### src/rtl/bp2lvl_pkg.sv
package bp2lvl_pkg;
  typedef logic [1:0] ctr_t;
  localparam ctr_t CTR_WNT = 2'b01;
  localparam int HIST_W = 2;

  function automatic ctr_t ctr_step(input ctr_t c, input logic tk);
    if (tk) return (c == 2'b11) ? c : c + 2'd1;
    else    return (c == 2'b00) ? c : c - 2'd1;
  endfunction
endpackage

### src/rtl/bp2lvl_hist.sv
module bp2lvl_hist
  import bp2lvl_pkg::*;
(
  input  logic              clk,
  input  logic              rst_n,
  input  logic              upd,
  input  logic              taken,
  output logic [HIST_W-1:0] hist
);
  always_ff @(posedge clk) begin
    if (!rst_n) hist <= '0;
    else if (upd) hist <= {hist[HIST_W-2:0], taken};
  end
endmodule

### src/rtl/bp2lvl_pht.sv
module bp2lvl_pht
  import bp2lvl_pkg::*;
#(
  parameter int K = 4
) (
  input  logic              clk,
  input  logic              rst_n,
  input  logic [K-1:0]      rd_row,
  input  logic [HIST_W-1:0] rd_col,
  output logic              rd_taken,
  input  logic              wr_en,
  input  logic [K-1:0]      wr_row,
  input  logic [HIST_W-1:0] wr_col,
  input  logic              wr_taken
);
  localparam int ROWS = 1 << K;
  localparam int COLS = 1 << HIST_W;
  ctr_t tbl [ROWS][COLS];

  for (genvar r = 0; r < ROWS; r++) begin : g_row
    for (genvar c = 0; c < COLS; c++) begin : g_col
      always_ff @(posedge clk) begin
        if (!rst_n) tbl[r][c] <= CTR_WNT;
        else if (wr_en && wr_row == K'(r) && wr_col == HIST_W'(c))
          tbl[r][c] <= ctr_step(tbl[r][c], wr_taken);
      end
    end
  end

  ctr_t rd_ctr;
  assign rd_ctr   = tbl[rd_row][rd_col];
  assign rd_taken = rd_ctr[1];
endmodule

### src/rtl/bp2lvl_btb.sv
module bp2lvl_btb #(
  parameter int N  = 4,
  parameter int AW = 32
) (
  input  logic          clk,
  input  logic          rst_n,
  input  logic [AW-1:0] rd_pc,
  output logic          rd_hit,
  output logic [AW-1:0] rd_tgt,
  input  logic          wr_en,
  input  logic [AW-1:0] wr_pc,
  input  logic [AW-1:0] wr_tgt
);
  localparam int IW = (N > 1) ? $clog2(N) : 1;
  logic [N-1:0]  vld;
  logic [AW-1:0] epc [N];
  logic [AW-1:0] etg [N];
  logic [IW-1:0] victim;
  logic [N-1:0]  rd_m, wr_m;

  for (genvar i = 0; i < N; i++) begin : g_cmp
    assign rd_m[i] = vld[i] && (epc[i] == rd_pc);
    assign wr_m[i] = vld[i] && (epc[i] == wr_pc);
  end

  always_comb begin
    rd_hit = 1'b0;
    rd_tgt = '0;
    for (int i = 0; i < N; i++)
      if (rd_m[i] && !rd_hit) begin
        rd_hit = 1'b1;
        rd_tgt = etg[i];
      end
  end

  logic          wr_any;
  logic [IW-1:0] wr_idx;
  always_comb begin
    wr_any = 1'b0;
    wr_idx = victim;
    for (int i = 0; i < N; i++)
      if (wr_m[i] && !wr_any) begin
        wr_any = 1'b1;
        wr_idx = IW'(i);
      end
  end

  always_ff @(posedge clk) begin
    if (!rst_n) begin
      vld    <= '0;
      victim <= '0;
    end else if (wr_en) begin
      vld[wr_idx] <= 1'b1;
      if (!wr_any) victim <= (victim == IW'(N-1)) ? '0 : victim + IW'(1);
    end
  end

  always_ff @(posedge clk) begin
    if (wr_en) begin
      epc[wr_idx] <= wr_pc;
      etg[wr_idx] <= wr_tgt;
    end
  end
endmodule

### src/rtl/bp2lvl_top.sv
module bp2lvl_top
  import bp2lvl_pkg::*;
#(
  parameter int K      = 4,
  parameter int BTB_N  = 4,
  parameter int AW     = 32
) (
  input  logic          clk,
  input  logic          rst_n,
  input  logic          lk_valid,
  output logic          lk_ready,
  input  logic [AW-1:0] lk_pc,
  output logic          pr_valid,
  input  logic          pr_ready,
  output logic          pr_taken,
  output logic          pr_hit,
  output logic [AW-1:0] pr_next_pc,
  input  logic          up_valid,
  output logic          up_ready,
  input  logic [AW-1:0] up_pc,
  input  logic          up_taken,
  input  logic [AW-1:0] up_target
);
  logic [HIST_W-1:0] hist;
  logic              upd;
  logic [AW-1:0]     hit_tgt;

  assign up_ready = 1'b1;
  assign upd      = up_valid;

  bp2lvl_hist u_hist (
    .clk(clk), .rst_n(rst_n), .upd(upd), .taken(up_taken), .hist(hist)
  );

  bp2lvl_pht #(.K(K)) u_pht (
    .clk(clk), .rst_n(rst_n),
    .rd_row(lk_pc[K+1:2]), .rd_col(hist), .rd_taken(pr_taken),
    .wr_en(upd), .wr_row(up_pc[K+1:2]), .wr_col(hist), .wr_taken(up_taken)
  );

  bp2lvl_btb #(.N(BTB_N), .AW(AW)) u_btb (
    .clk(clk), .rst_n(rst_n),
    .rd_pc(lk_pc), .rd_hit(pr_hit), .rd_tgt(hit_tgt),
    .wr_en(upd && up_taken), .wr_pc(up_pc), .wr_tgt(up_target)
  );

  assign pr_next_pc = (pr_hit && pr_taken) ? hit_tgt : lk_pc + AW'(4);
  assign pr_valid   = lk_valid;
  assign lk_ready   = pr_ready;
endmodule

### config.mk
export PLATFORM = sky130hd
export DESIGN_NAME = bp2lvl_top
export DESIGN_NICKNAME = d
export VERILOG_FILES = /design/src/rtl/bp2lvl_pkg.sv /design/src/rtl/bp2lvl_hist.sv /design/src/rtl/bp2lvl_pht.sv /design/src/rtl/bp2lvl_btb.sv /design/src/rtl/bp2lvl_top.sv
export SDC_FILE = /design/constraint.sdc
export NUM_CORES = 1
export LEC_CHECK = 0
export BUFFER_PORTS_ARGS = -buffer_cell sky130_fd_sc_hd__clkbuf_2
export CAP_MARGIN = 25
export CORE_MARGIN = 5
export CORE_UTILIZATION = 60
export CTS_CLUSTER_SIZE = 20
export DETAILED_ROUTE_END_ITERATION = 10
export PLACE_DENSITY_LB_ADDON = 0.08
export SLEW_MARGIN = 10
export SYNTH_ARGS = -nofsm -noshare
export SYNTH_HDL_FRONTEND = slang
export SYNTH_HIERARCHICAL = 1
export SYNTH_SLANG_ARGS = --single-unit
### constraint.sdc
create_clock -name clk -period 12.1 [get_ports clk]
set_input_delay 0.605 -clock clk [delete_from_list [all_inputs] [get_ports clk]]
set_output_delay 0.605 -clock clk [all_outputs]
set_load 0.005 [all_outputs]
==> metrics, run 1 <==
Hold Path Origin=up_target[5]; fin crit share=0.4086; VDD IR max=~0.13 mV; Mapped Nets=1913; RePlAce Congestion=slightly above 0.9; most frequent CP cell=nand4_1; full die area=approximately 40000 µm²; highest clock rate=between 200 and 250 MHz; Hold WS=0.2751 ns; IO Count=about 140; Layout area overhead=11.02%; Die Wd=just under 200 µm; Die Span Y=just under 200 µm; max cap viols=0; H-tree depth=2; CTS Buffer Depth=3; r2r setup slk=approximately 8.1 ns; # diodes=0; Worst Clk Skew=between 0.02 and 0.03 ns; Final HPWL DP=a little under 40000 µm; worst-margin pin slew=between 1 and 1.5 ns; first-pass GRT wire length=roughly 90000 µm; IO buf count=roughly 130; minimum clock period=approximately 4.9 ns; final setup vio count=0; Highest Signal Layer=met5; Worst Hold Depth=1; Finished Layout Cells=2369; Syn Inst Count=approximately 1800; share of layout cells above drive strength 1=0.1228; wire length on met1=between 20000 and 25000 µm; ys async rst share=0; Initial Util=0.6111; DR DRC count=0; slowest stage delay, CP=roughly 0.87 ns; Pre-Repair DR Iteration Count=6; drt wl/cell=between 20 and 30 µm; end of the worst hold path=u_btb/etg[0][5]; Inst Count DP=about 2300; Pleak=between 7 and 8 nW; CTS resizes=0; Clock Sinks=just under 400; register bit total from synthesis=between 300 and 400; Worst setup EP type=output port; worst hold path type=primary input to flop; Syn. warnings=6; Buf/Inv on CP=2; Slew Limit Headroom=0.2658; mapped cell area=21210 µm²; Power Total=around 0.0032 W; number of vias per cell=6.527; WL met3=5879 µm; Inserted Clock Buffers=43; RR Startpoint=u_btb/epc[2][7]; starting DRC count in detailed routing=1841; top_reg_cell synth=edfxtp_1; routed vias=around 15000; Post-CTS Hold Fix Bufs=0; startpoint types=primary input; Top delay family on crit path=simple AND/OR/NAND/NOR gates; crit path cell chain=clkbuf_2, xnor2_1, nand4_1, nor4_1, nand4_1, or4_4, nand4_1, and2_1, or4_1, o211ai_1, clkbuf_2; setup TNS=0 ns; Fill cells=2569; critical path class=primary input to output port; RSZ-0062 raised after global routing=false; RR Endpoint=u_btb/etg[0][30]; Worst-Skew Late Latency=0.56 ns; Post-synth EDFFs=between 300 and 400; core footprint=about 35000 µm²; Max Slew Vio Count=0; Syn Area/Cell=between 10 and 15 µm²; metal2 WL=between 20000 and 30000 µm; vias in the first global route=between 10000 and 15000; Fin. Hold Viols=0; Reg clk slew, reported paths=around 0.060 ns; pwr dens=136.4 nW/µm²; Crit Path Max Fanout=66; initial antenna violation count=2; Routed Antenna Nets=0; Row Count=between 60 and 70; clock tree root driver cell=clkbuf_16; Layout Nets=approximately 2000; largest net degree at the start of global routing=between 100 and 150; synth unique cells=between 60 and 70; All-Layer GR Usage=0.2982; Worst EP arrival=4.34 ns; final WL=59930 µm; total setup buffers inserted after CTS=0; CP required=about 11 ns; Slowest-stage cell, CP=or4_4; total gr overflow=0; sequential area share after synthesis=0.5512; r2r worst-path depth=7; TritonCTS clock tree=yes; status=finished clean
==> layout by cell type, fill, tap and decap left out, types with 3 or more instances in the layout <==
cell type and count:
mux4_1 9, nand4_1 50, inv_1 84, o41ai_1 64, o21ai_1 15, o22ai_1 4, clkbuf_16 45, buf_4 11
bufinv_16 9, and3_1 69, o21ai_0 3, o21a_1 4, nor4_1 30, o31ai_1 42, clkinv_1 10, mux2i_1 14
or3_1 6, nor2_1 69, and2_1 4, clkinv_2 6, mux4_2 7, nor2_2 4, nand3_1 91, xor2_1 85
o221ai_1 3, or2_2 3, clkbuf_1 5, nor2b_1 6, dfxtp_1 8, a221o_1 33, a31oi_1 15, xnor2_1 292
clkbuf_2 132, edfxtp_1 384, nand2b_1 10, nor3_1 140, and4_1 5, nand2_1 89, or4_1 13
==> registers in the layout, indices dropped and copies added, names as in the netlist <==
name          cells
u_btb/etg       128
u_btb/epc       128
u_btb/vld         4
u_hist/hist       2
u_btb/victim      2
u_pht/tbl       128
==> routing by layer <==
metal  GRT usage  vias up
met2      0.4832      847
met3     0.05853      137
met5           0        -
met4     0.09360        4
met1      0.4112     7550
li1            -     6924
==> how the worst max path moves through the flow <==
stage,from,slack (ns),end,depth (start not counted)
4_1_cts,lk_pc[2],7.08,pr_next_pc[16],11
3_5_place_dp,lk_pc[2],7.09,pr_next_pc[16],11
5_1_grt,lk_pc[2],6.84,pr_next_pc[29],12
2_1_floorplan,up_pc[15],2.97,u_btb/epc[2][0],7
3_3_place_gp,lk_pc[2],7.14,pr_next_pc[2],10
6_report,lk_pc[2],7.16,pr_next_pc[16],11
==> worst reg2reg max path: cells and delay by family (launching register included) <==
| family | cells | cell delay, ns |
|---|---|---|
| xor+xnor | 1 | 0.47 |
| simple gates | 4 | 1.40 |
| flops | 1 | 0.42 |
| compound gates | 1 | 0.53 |
| buf+inv | 1 | 0.73 |
==> power breakdown <==
group / total (W) / internal [W] / switching (W) / leakage, nW
registers: 0.00154 / 0.00152 / 0.0000220 / 3.49
logic: 0.000274 / 0.0000984 / 0.000176 / 3.59
clock network: 0.00140 / 0.000864 / 0.000533 / 0.727
total: 0.00321 / 0.00248 / 0.000731 / 7.81
==> per-stage QoR <==
step             util  area (µm²)  setup WS (ns)
6_report       0.6784       23550          7.156
5_1_grt        0.6784       23550          6.839
4_1_cts        0.6777       23520          7.077
3_5_place_dp   0.6347       22030          7.093
3_3_place_gp   0.6339       22010          7.139
2_1_floorplan       -       21210          2.975
==> cells in the mapped netlist (5+ instances only) <==
cell / count / area share
a221o_1: 33 / 0.016
a31oi_1: 15 / 0.0044
and3_1: 69 / 0.020
and4_1: 5 / 0.0021
buf_2: 25 / 0.0059
buf_6: 11 / 0.0058
clkbuf_1: 75 / 0.013
dfxtp_1: 8 / 0.0076
edfxtp_1: 384 / 0.54
inv_1: 84 / 0.015
mux2i_1: 14 / 0.0066
mux4_1: 9 / 0.011
mux4_2: 7 / 0.0074
nand2_1: 89 / 0.016
nand2b_1: 10 / 0.0029
nand3_1: 91 / 0.021
nand4_1: 50 / 0.015
nor2_1: 74 / 0.013
nor2b_1: 7 / 0.0021
nor3_1: 141 / 0.033
nor4_1: 31 / 0.0091
o21ai_1: 15 / 0.0035
o31ai_1: 42 / 0.015
o41ai_1: 64 / 0.026
or3_1: 6 / 0.0018
or4_1: 13 / 0.0046
xnor2_1: 292 / 0.12
xor2_1: 85 / 0.035
==> kinds of logic after synthesis <==
group | count (synthesis) | synth area share
simple gates | 607 | 0.1493
flops | 392 | 0.5512
other cells | 1 | 0.0001768
compound gates | 197 | 0.07474
buf+inv | 202 | 0.04182
fa+ha+maj | 2 | 0.001180
xor+xnor | 378 | 0.1564
mux | 30 | 0.02519
==> layout make-up <==
cell class	count	area (µm²)	area share
clock inverter	26	345.3	0.01466
clock buffer	50	1145	0.04861
timing repair buffer	147	808.3	0.03432
inverter	84	315.3	0.01339
multi-input combinational	1215	8676	0.3684
tap	455	569.3	0.02417
sequential	392	11690	0.4964
Note: power is estimated with default switching activity, not from simulation.
==> run 2: changes to the inputs <==
- CORE_UTILIZATION: 60 -> 56
- clock period: 12.1 -> 4.1 ns (I/O delays scaled with it)
==> run 2 against run 1 <==
First-iteration DRC count fell by 2.6%. Worst setup slack lost 7.1 ns. Highest routed layer is now met4. Largest cell class unchanged. Critical endpoint is now pr_next_pc[13]. Global-route usage decreased by 0.40 points. Clock skew is 0.011 ns lower. Via count increased by 0.55%. Combinational power grew to 3.1 times the previous value. Cell area grew 2.1%.
==> metrics, run 2 (synthesized netlist as in run 1, its figures left out) <==
setup ws final=0.1037 ns (was 7.156 ns); startpoint types=flop (was primary input); highest clock rate=about 250 MHz; routed vias=15550 (was 15460); initial antenna violation count=2 (unchanged); Final Cell Area=24050 µm² (was 23550 µm²); number of vias per cell=6.251 (was 6.527); Layout area overhead=13.40% (was 11.02%); Slowest-stage cell, CP=nor4_1 (was or4_4); IO buf count=133 (unchanged); CP required=3.89 ns (was 11.49 ns); Clock Sinks=392 (unchanged); Layout Nets=2050 (was 1987); Hold WS=0.01718 ns (was 0.2751 ns); worst hold path type=primary input to flop (unchanged); largest net degree at the start of global routing=77 (was 118); TritonCTS clock tree=yes (unchanged); placed cell areas=22380 µm² (was 22030 µm²); Initial Util=0.5658 (was 0.6111); Worst setup EP type=output port (unchanged); All-Layer GR Usage=0.2942 (was 0.2982); final WL=62510 µm (was 59930 µm); RePlAce Congestion=0.9596 (was 0.9320); IO Count=139 (unchanged); crit path cell chain=xor2_1, nor4_1, nand3_1, or3_2, nand4_1, nand2_1, a31oi_1, clkbuf_2 (was clkbuf_2, xnor2_1, nand4_1, nor4_1, nand4_1, or4_4, nand4_1, and2_1, or4_1, o211ai_1, clkbuf_2); RSZ-0062 raised after global routing=false (unchanged); Worst EP arrival=3.79 ns (was 4.34 ns); Fill cells=3017 (was 2569); Crit Path Max Fanout=15 (was 66); Worst Clk Skew=0.01522 ns (was 0.02619 ns); Buf/Inv on CP=1 (was 2); VDD IR max=0.3052 mV (was 0.1299 mV); Max Slew Vio Count=0 (unchanged); r2r worst-path depth=7 (unchanged); worst slack, placed=0.5205 ns (was 7.093 ns); clock tree root driver cell=clkbuf_16 (unchanged); RR Startpoint=u_btb/epc[2][15] (was u_btb/epc[2][7]); total gr overflow=0 (unchanged); critical path class=flop to output port (was primary input to output port); max cap viols=0 (unchanged); Hold Path Origin=up_pc[25] (was up_target[5]); setup TNS=0 ns (unchanged); Pleak=8.007 nW (was 7.814 nW); Worst-Skew Late Latency=0.56 ns (about the same); RR Endpoint=u_btb/etg[2][22] (was u_btb/etg[0][30]); pwr dens=373.0 nW/µm² (was 136.4 nW/µm²); Row Count=71 (was 68); status=finished clean (unchanged); fin crit share=0.9747; Slew Limit Headroom=0.2671 (was 0.2658); Final HPWL DP=42680 µm (was 39730 µm); DR DRC count=0 (unchanged); vias in the first global route=15070 (was 14550); starting DRC count in detailed routing=1793 (was 1841); r2r setup slk=0.70 ns (was 8.10 ns); CTS Buffer Depth=3 (unchanged); Power Total=0.008973 W (was 0.003213 W); full die area=41870 µm² (was 39210 µm²); Pre-Repair DR Iteration Count=6 (unchanged); most common cell after layout, fill and taps aside=edfxtp_1 (unchanged); minimum clock period=3.996 ns; Worst Hold Depth=1 (unchanged); final setup vio count=0 (unchanged); Routed Antenna Nets=0 (unchanged); worst-margin pin slew=1.099 ns (was 1.098 ns); Inserted Clock Buffers=43 (unchanged); H-tree depth=2 (unchanged); core footprint=37490 µm² (was 34710 µm²); share of layout cells above drive strength 1=0.1261 (was 0.1228); slowest stage delay, CP=0.63 ns (was 0.87 ns); first-pass GRT wire length=93160 µm (was 89510 µm); drt wl/cell=25.14 µm (was 25.30 µm); end of the worst hold path=u_btb/epc[0][25] (was u_btb/etg[0][5]); Die Wd=204.6 µm (was 198.0 µm); Fin. Hold Viols=0 (unchanged); Reg clk slew, reported paths=0.06 ns (about the same); most frequent cells in the layout=edfxtp_1, xnor2_1, nor3_1 (unchanged); top flop regs=u_btb/epc (128), u_btb/etg (128), u_pht/tbl (128) (unchanged); Top delay family on crit path=simple AND/OR/NAND/NOR gates (unchanged); Die Span Y=204.6 µm (was 198.0 µm)
==> run 2: changes by cell type in the layout (fill, tap and decap cells not counted), sizes merged, moves of 2 or more <==
cell | previous run | this run
bufinv | 9 | 1
dlygate4sd3 | 0 | 37
clkinv | 16 | 14
buf | 15 | 41
clkbuf | 182 | 189
==> run 2: what timing repair did <==
| item | CTS | global route |
|---|---|---|
| endpoints found under the setup margin | 0 | 4 |
| hold buffers | 37 | 0 |
| buffers inserted | 0 | 4 |
| resized for setup | 0 | 2 |
| hold endpoints to repair | 146 | 0 |
==> run 2: power by group <==
| part | switching (W) | internal, W | total, W |
|---|---|---|---|
| sequential | 0.0000685 | 0.00448 | 0.00455 |
| clock | 0.00154 | 0.00202 | 0.00356 |
| combinational | 0.000535 | 0.000327 | 0.000862 |
| total | 0.00215 | 0.00683 | 0.00897 |
==> run 2: how the worst max path moves through the flow <==
stage	from	end	cells after the start
after CTS	u_btb/epc[3][20]	pr_next_pc[13]	9
final	u_btb/epc[3][4]	pr_next_pc[13]	8
after global routing	u_btb/epc[1][14]	pr_next_pc[13]	9
after detailed placement	lk_pc[4]	pr_next_pc[25]	11
after floorplan	u_btb/epc[3][21]	u_btb/epc[3][0]	7
after global placement	lk_pc[4]	pr_next_pc[21]	11
==> run 2: area by class of cell <==
class / count / area (µm²) / share of cell area
antenna: 1 / 2.502 / 0.0001040
clock buffer: 57 / 1149 / 0.04775
clock inverter: 17 / 102.6 / 0.004265
inverter: 84 / 315.3 / 0.01311
multi-input combinational: 1215 / 8696 / 0.3615
sequential: 392 / 11690 / 0.4860
tap: 511 / 639.4 / 0.02658
timing repair buffer: 210 / 1459 / 0.06065
==> run 2: routing by layer <==
metal / share of wire / up-vias / global-route usage
met5: 0 / - / 0
met4: 0.037 / 0 / 0.1084
met3: 0.089 / 136 / 0.04876
met2: 0.48 / 723 / 0.4843
met1: 0.39 / 7655 / 0.3969
li1: - / 7033 / -
==> run 2: stage by stage <==
step,std cells,utilization
after detailed placement,2371,0.5969
after global placement,2371,0.5969
after CTS,2482,0.6402
final,2487,0.6416
after floorplan,1809,-
after global routing,2487,0.6416
==> run 3: changes to the inputs <==
- SETUP_SLACK_MARGIN: not set -> 0.5
==> run 3 against run 2 <==
Maximum frequency rose by 12%. Clock-buffer cell count rose by 2. Clock power rose by 6.2%. Sequential cell count did not move. Cell count rose by 1.4%. Critical path depth rose by 1. Critical endpoint is now pr_next_pc[16]. Largest cell class unchanged. Largest power group unchanged. Highest routed layer is now met5.
==> metrics, run 3 (synthesized netlist as in run 1, its figures left out) <==
Slew Limit Headroom=0.2897 (was 0.2671); RSZ-0062 raised after global routing=true (was false); share of layout cells above drive strength 1=0.1578 (was 0.1261); Worst Clk Skew=0.02606 ns (was 0.01522 ns); Inserted Clock Buffers=43 (unchanged); Fin. Hold Viols=0 (unchanged); drt wl/cell=24.88 µm (was 25.14 µm); Reg clk slew, reported paths=0.06 ns (about the same); Fill cells=2937 (was 3017); Hold WS=0.01562 ns (was 0.01718 ns); DR DRC count=0 (unchanged); most common cell after layout, fill and taps aside=edfxtp_1 (unchanged); number of vias per cell=6.283 (was 6.251); clock tree root driver cell=clkbuf_16 (unchanged); setup TNS=0 ns (unchanged); metal2 WL=30140 µm (was 29930 µm); Worst setup EP type=output port (unchanged); All-Layer GR Usage=0.2899 (was 0.2942); placed cell areas=22410 µm² (was 22380 µm²); wire length on met1=24740 µm (was 24680 µm); initial antenna violation count=2 (unchanged); max cap viols=0 (unchanged); Highest Signal Layer=met5 (was met4); Die Wd=204.6 µm (unchanged); startpoint types=flop (unchanged); Worst EP arrival=3.37 ns (was 3.79 ns); Layout Nets=2079 (was 2050); worst slack, placed=0.6139 ns (was 0.5205 ns); Routed Antenna Nets=0 (unchanged); fin crit share=0.8709 (was 0.9747); most frequent cells in the layout=edfxtp_1, xnor2_1, nor3_1 (unchanged); worst-margin pin slew=1.063 ns (was 1.099 ns); largest net degree at the start of global routing=91 (was 77); starting DRC count in detailed routing=1712 (was 1793); core footprint=37490 µm² (unchanged); final setup vio count=0 (unchanged); minimum clock period=3.570 ns (was 3.996 ns); CP required=3.89 ns (about the same); Die Span Y=204.6 µm (unchanged); Pleak=8.313 nW (was 8.007 nW); Clock Sinks=392 (unchanged); top flop regs=u_btb/epc (128), u_btb/etg (128), u_pht/tbl (128) (unchanged); Post-Route Utilization=0.6575 (was 0.6416); VDD IR max=0.2825 mV (was 0.3052 mV); Pre-Repair DR Iteration Count=6 (unchanged); critical path class=flop to output port (unchanged); setup ws final=0.5295 ns (was 0.1037 ns); IO buf count=133 (unchanged); Row Count=71 (unchanged); final WL=62720 µm (was 62510 µm); Final Cell Area=24650 µm² (was 24050 µm²); Initial Util=0.5658 (unchanged); IO Count=139 (unchanged); vias in the first global route=15190 (was 15070); total gr overflow=0 (unchanged); CTS Buffer Depth=3 (unchanged); routed vias=15840 (was 15550); RePlAce Congestion=1.009 (was 0.9596); WL met3=5991 µm (was 5561 µm); Final HPWL DP=41840 µm (was 42680 µm); status=finished clean (unchanged); Max Slew Vio Count=0 (unchanged); H-tree depth=2 (unchanged); area of the multi-input gates=8879 µm² (was 8696 µm²); register area=11690 µm² (unchanged); Worst-Skew Late Latency=0.57 ns (was 0.56 ns); full die area=41870 µm² (unchanged); highest clock rate=280.1 MHz (was 250.2 MHz); TritonCTS clock tree=yes (unchanged); Layout area overhead=16.21% (was 13.40%); first-pass GRT wire length=92530 µm (was 93160 µm); worst hold path type=primary input to flop (unchanged); pwr dens=374.3 nW/µm² (was 373.0 nW/µm²); Crit Path Max Fanout=6 (was 15)
run 3: cell types whose count changed in the layout (fill, tap and decap cells not counted), sizes merged:
cell,before,now
clkinv,14,17
dlygate4sd3,37,34
buf,41,75
inv,85,84
bufinv,1,3
clkinvlp,1,0
run 3: power breakdown:
part / total, W / internal, W / switching (W)
Sequential: 0.00455 / 0.00448 / 0.0000643
Combinational: 0.000896 / 0.000350 / 0.000546
Clock: 0.00378 / 0.00220 / 0.00158
run 3: metrics by stage:
stage / power [W] / cells
after floorplan: 0.005101 / 1809
after global placement: 0.005438 / 2372
after detailed placement: 0.005453 / 2372
after CTS: 0.009249 / 2490
after global routing: 0.009501 / 2521
final: 0.009227 / 2521
run 3: worst paths after layout:
path	startpoint	to	slack (ns)	cells after the start
setup / recovery	u_pht/tbl[7][7]	pr_next_pc[16]	0.53	9
hold / removal	up_pc[9]	u_btb/epc[0][9]	0.02	1
hold reg to reg	u_btb/vld[1]	u_btb/vld[1]	0.51	1
setup reg to reg	u_btb/epc[0][22]	u_btb/etg[0][4]	0.73	9
run 3: metal layers:
metal | GRT usage | vias up
li1 | - | 7108
met1 | 0.3911 | 7814
met2 | 0.4776 | 800
met3 | 0.05762 | 115
met4 | 0.09213 | 2
met5 | 0 | -
run 3: worst max-delay path: stages (launching register included):
cell	delay [ns]
edfxtp_1	0.46
mux4_1	0.54
nor3b_1	0.24
nor4_1	0.11
a211oi_2	0.26
a21oi_2	0.12
and2_4	0.24
or4_1	0.51
o211ai_1	0.17
buf_2	0.18
run 3: what timing repair did:
item	CTS	global route
endpoints found under the setup margin	32	32
gates cloned	0	3
gates resized for setup	12	45
pin swaps	4	35
endpoints found under the hold margin	136	0
setup buffers	5	27
hold buffers	34	0
run 3: final cells by class:
cell class              count  share of cell area
diodes                      1           0.0001015
clock buffers              59             0.04781
clock inverters            20            0.007106
inverters                  84             0.01279
multi-input cells        1215              0.3602
flip-flops and latches    392              0.4743
well taps                 511             0.02594
repair buffers            239             0.07177
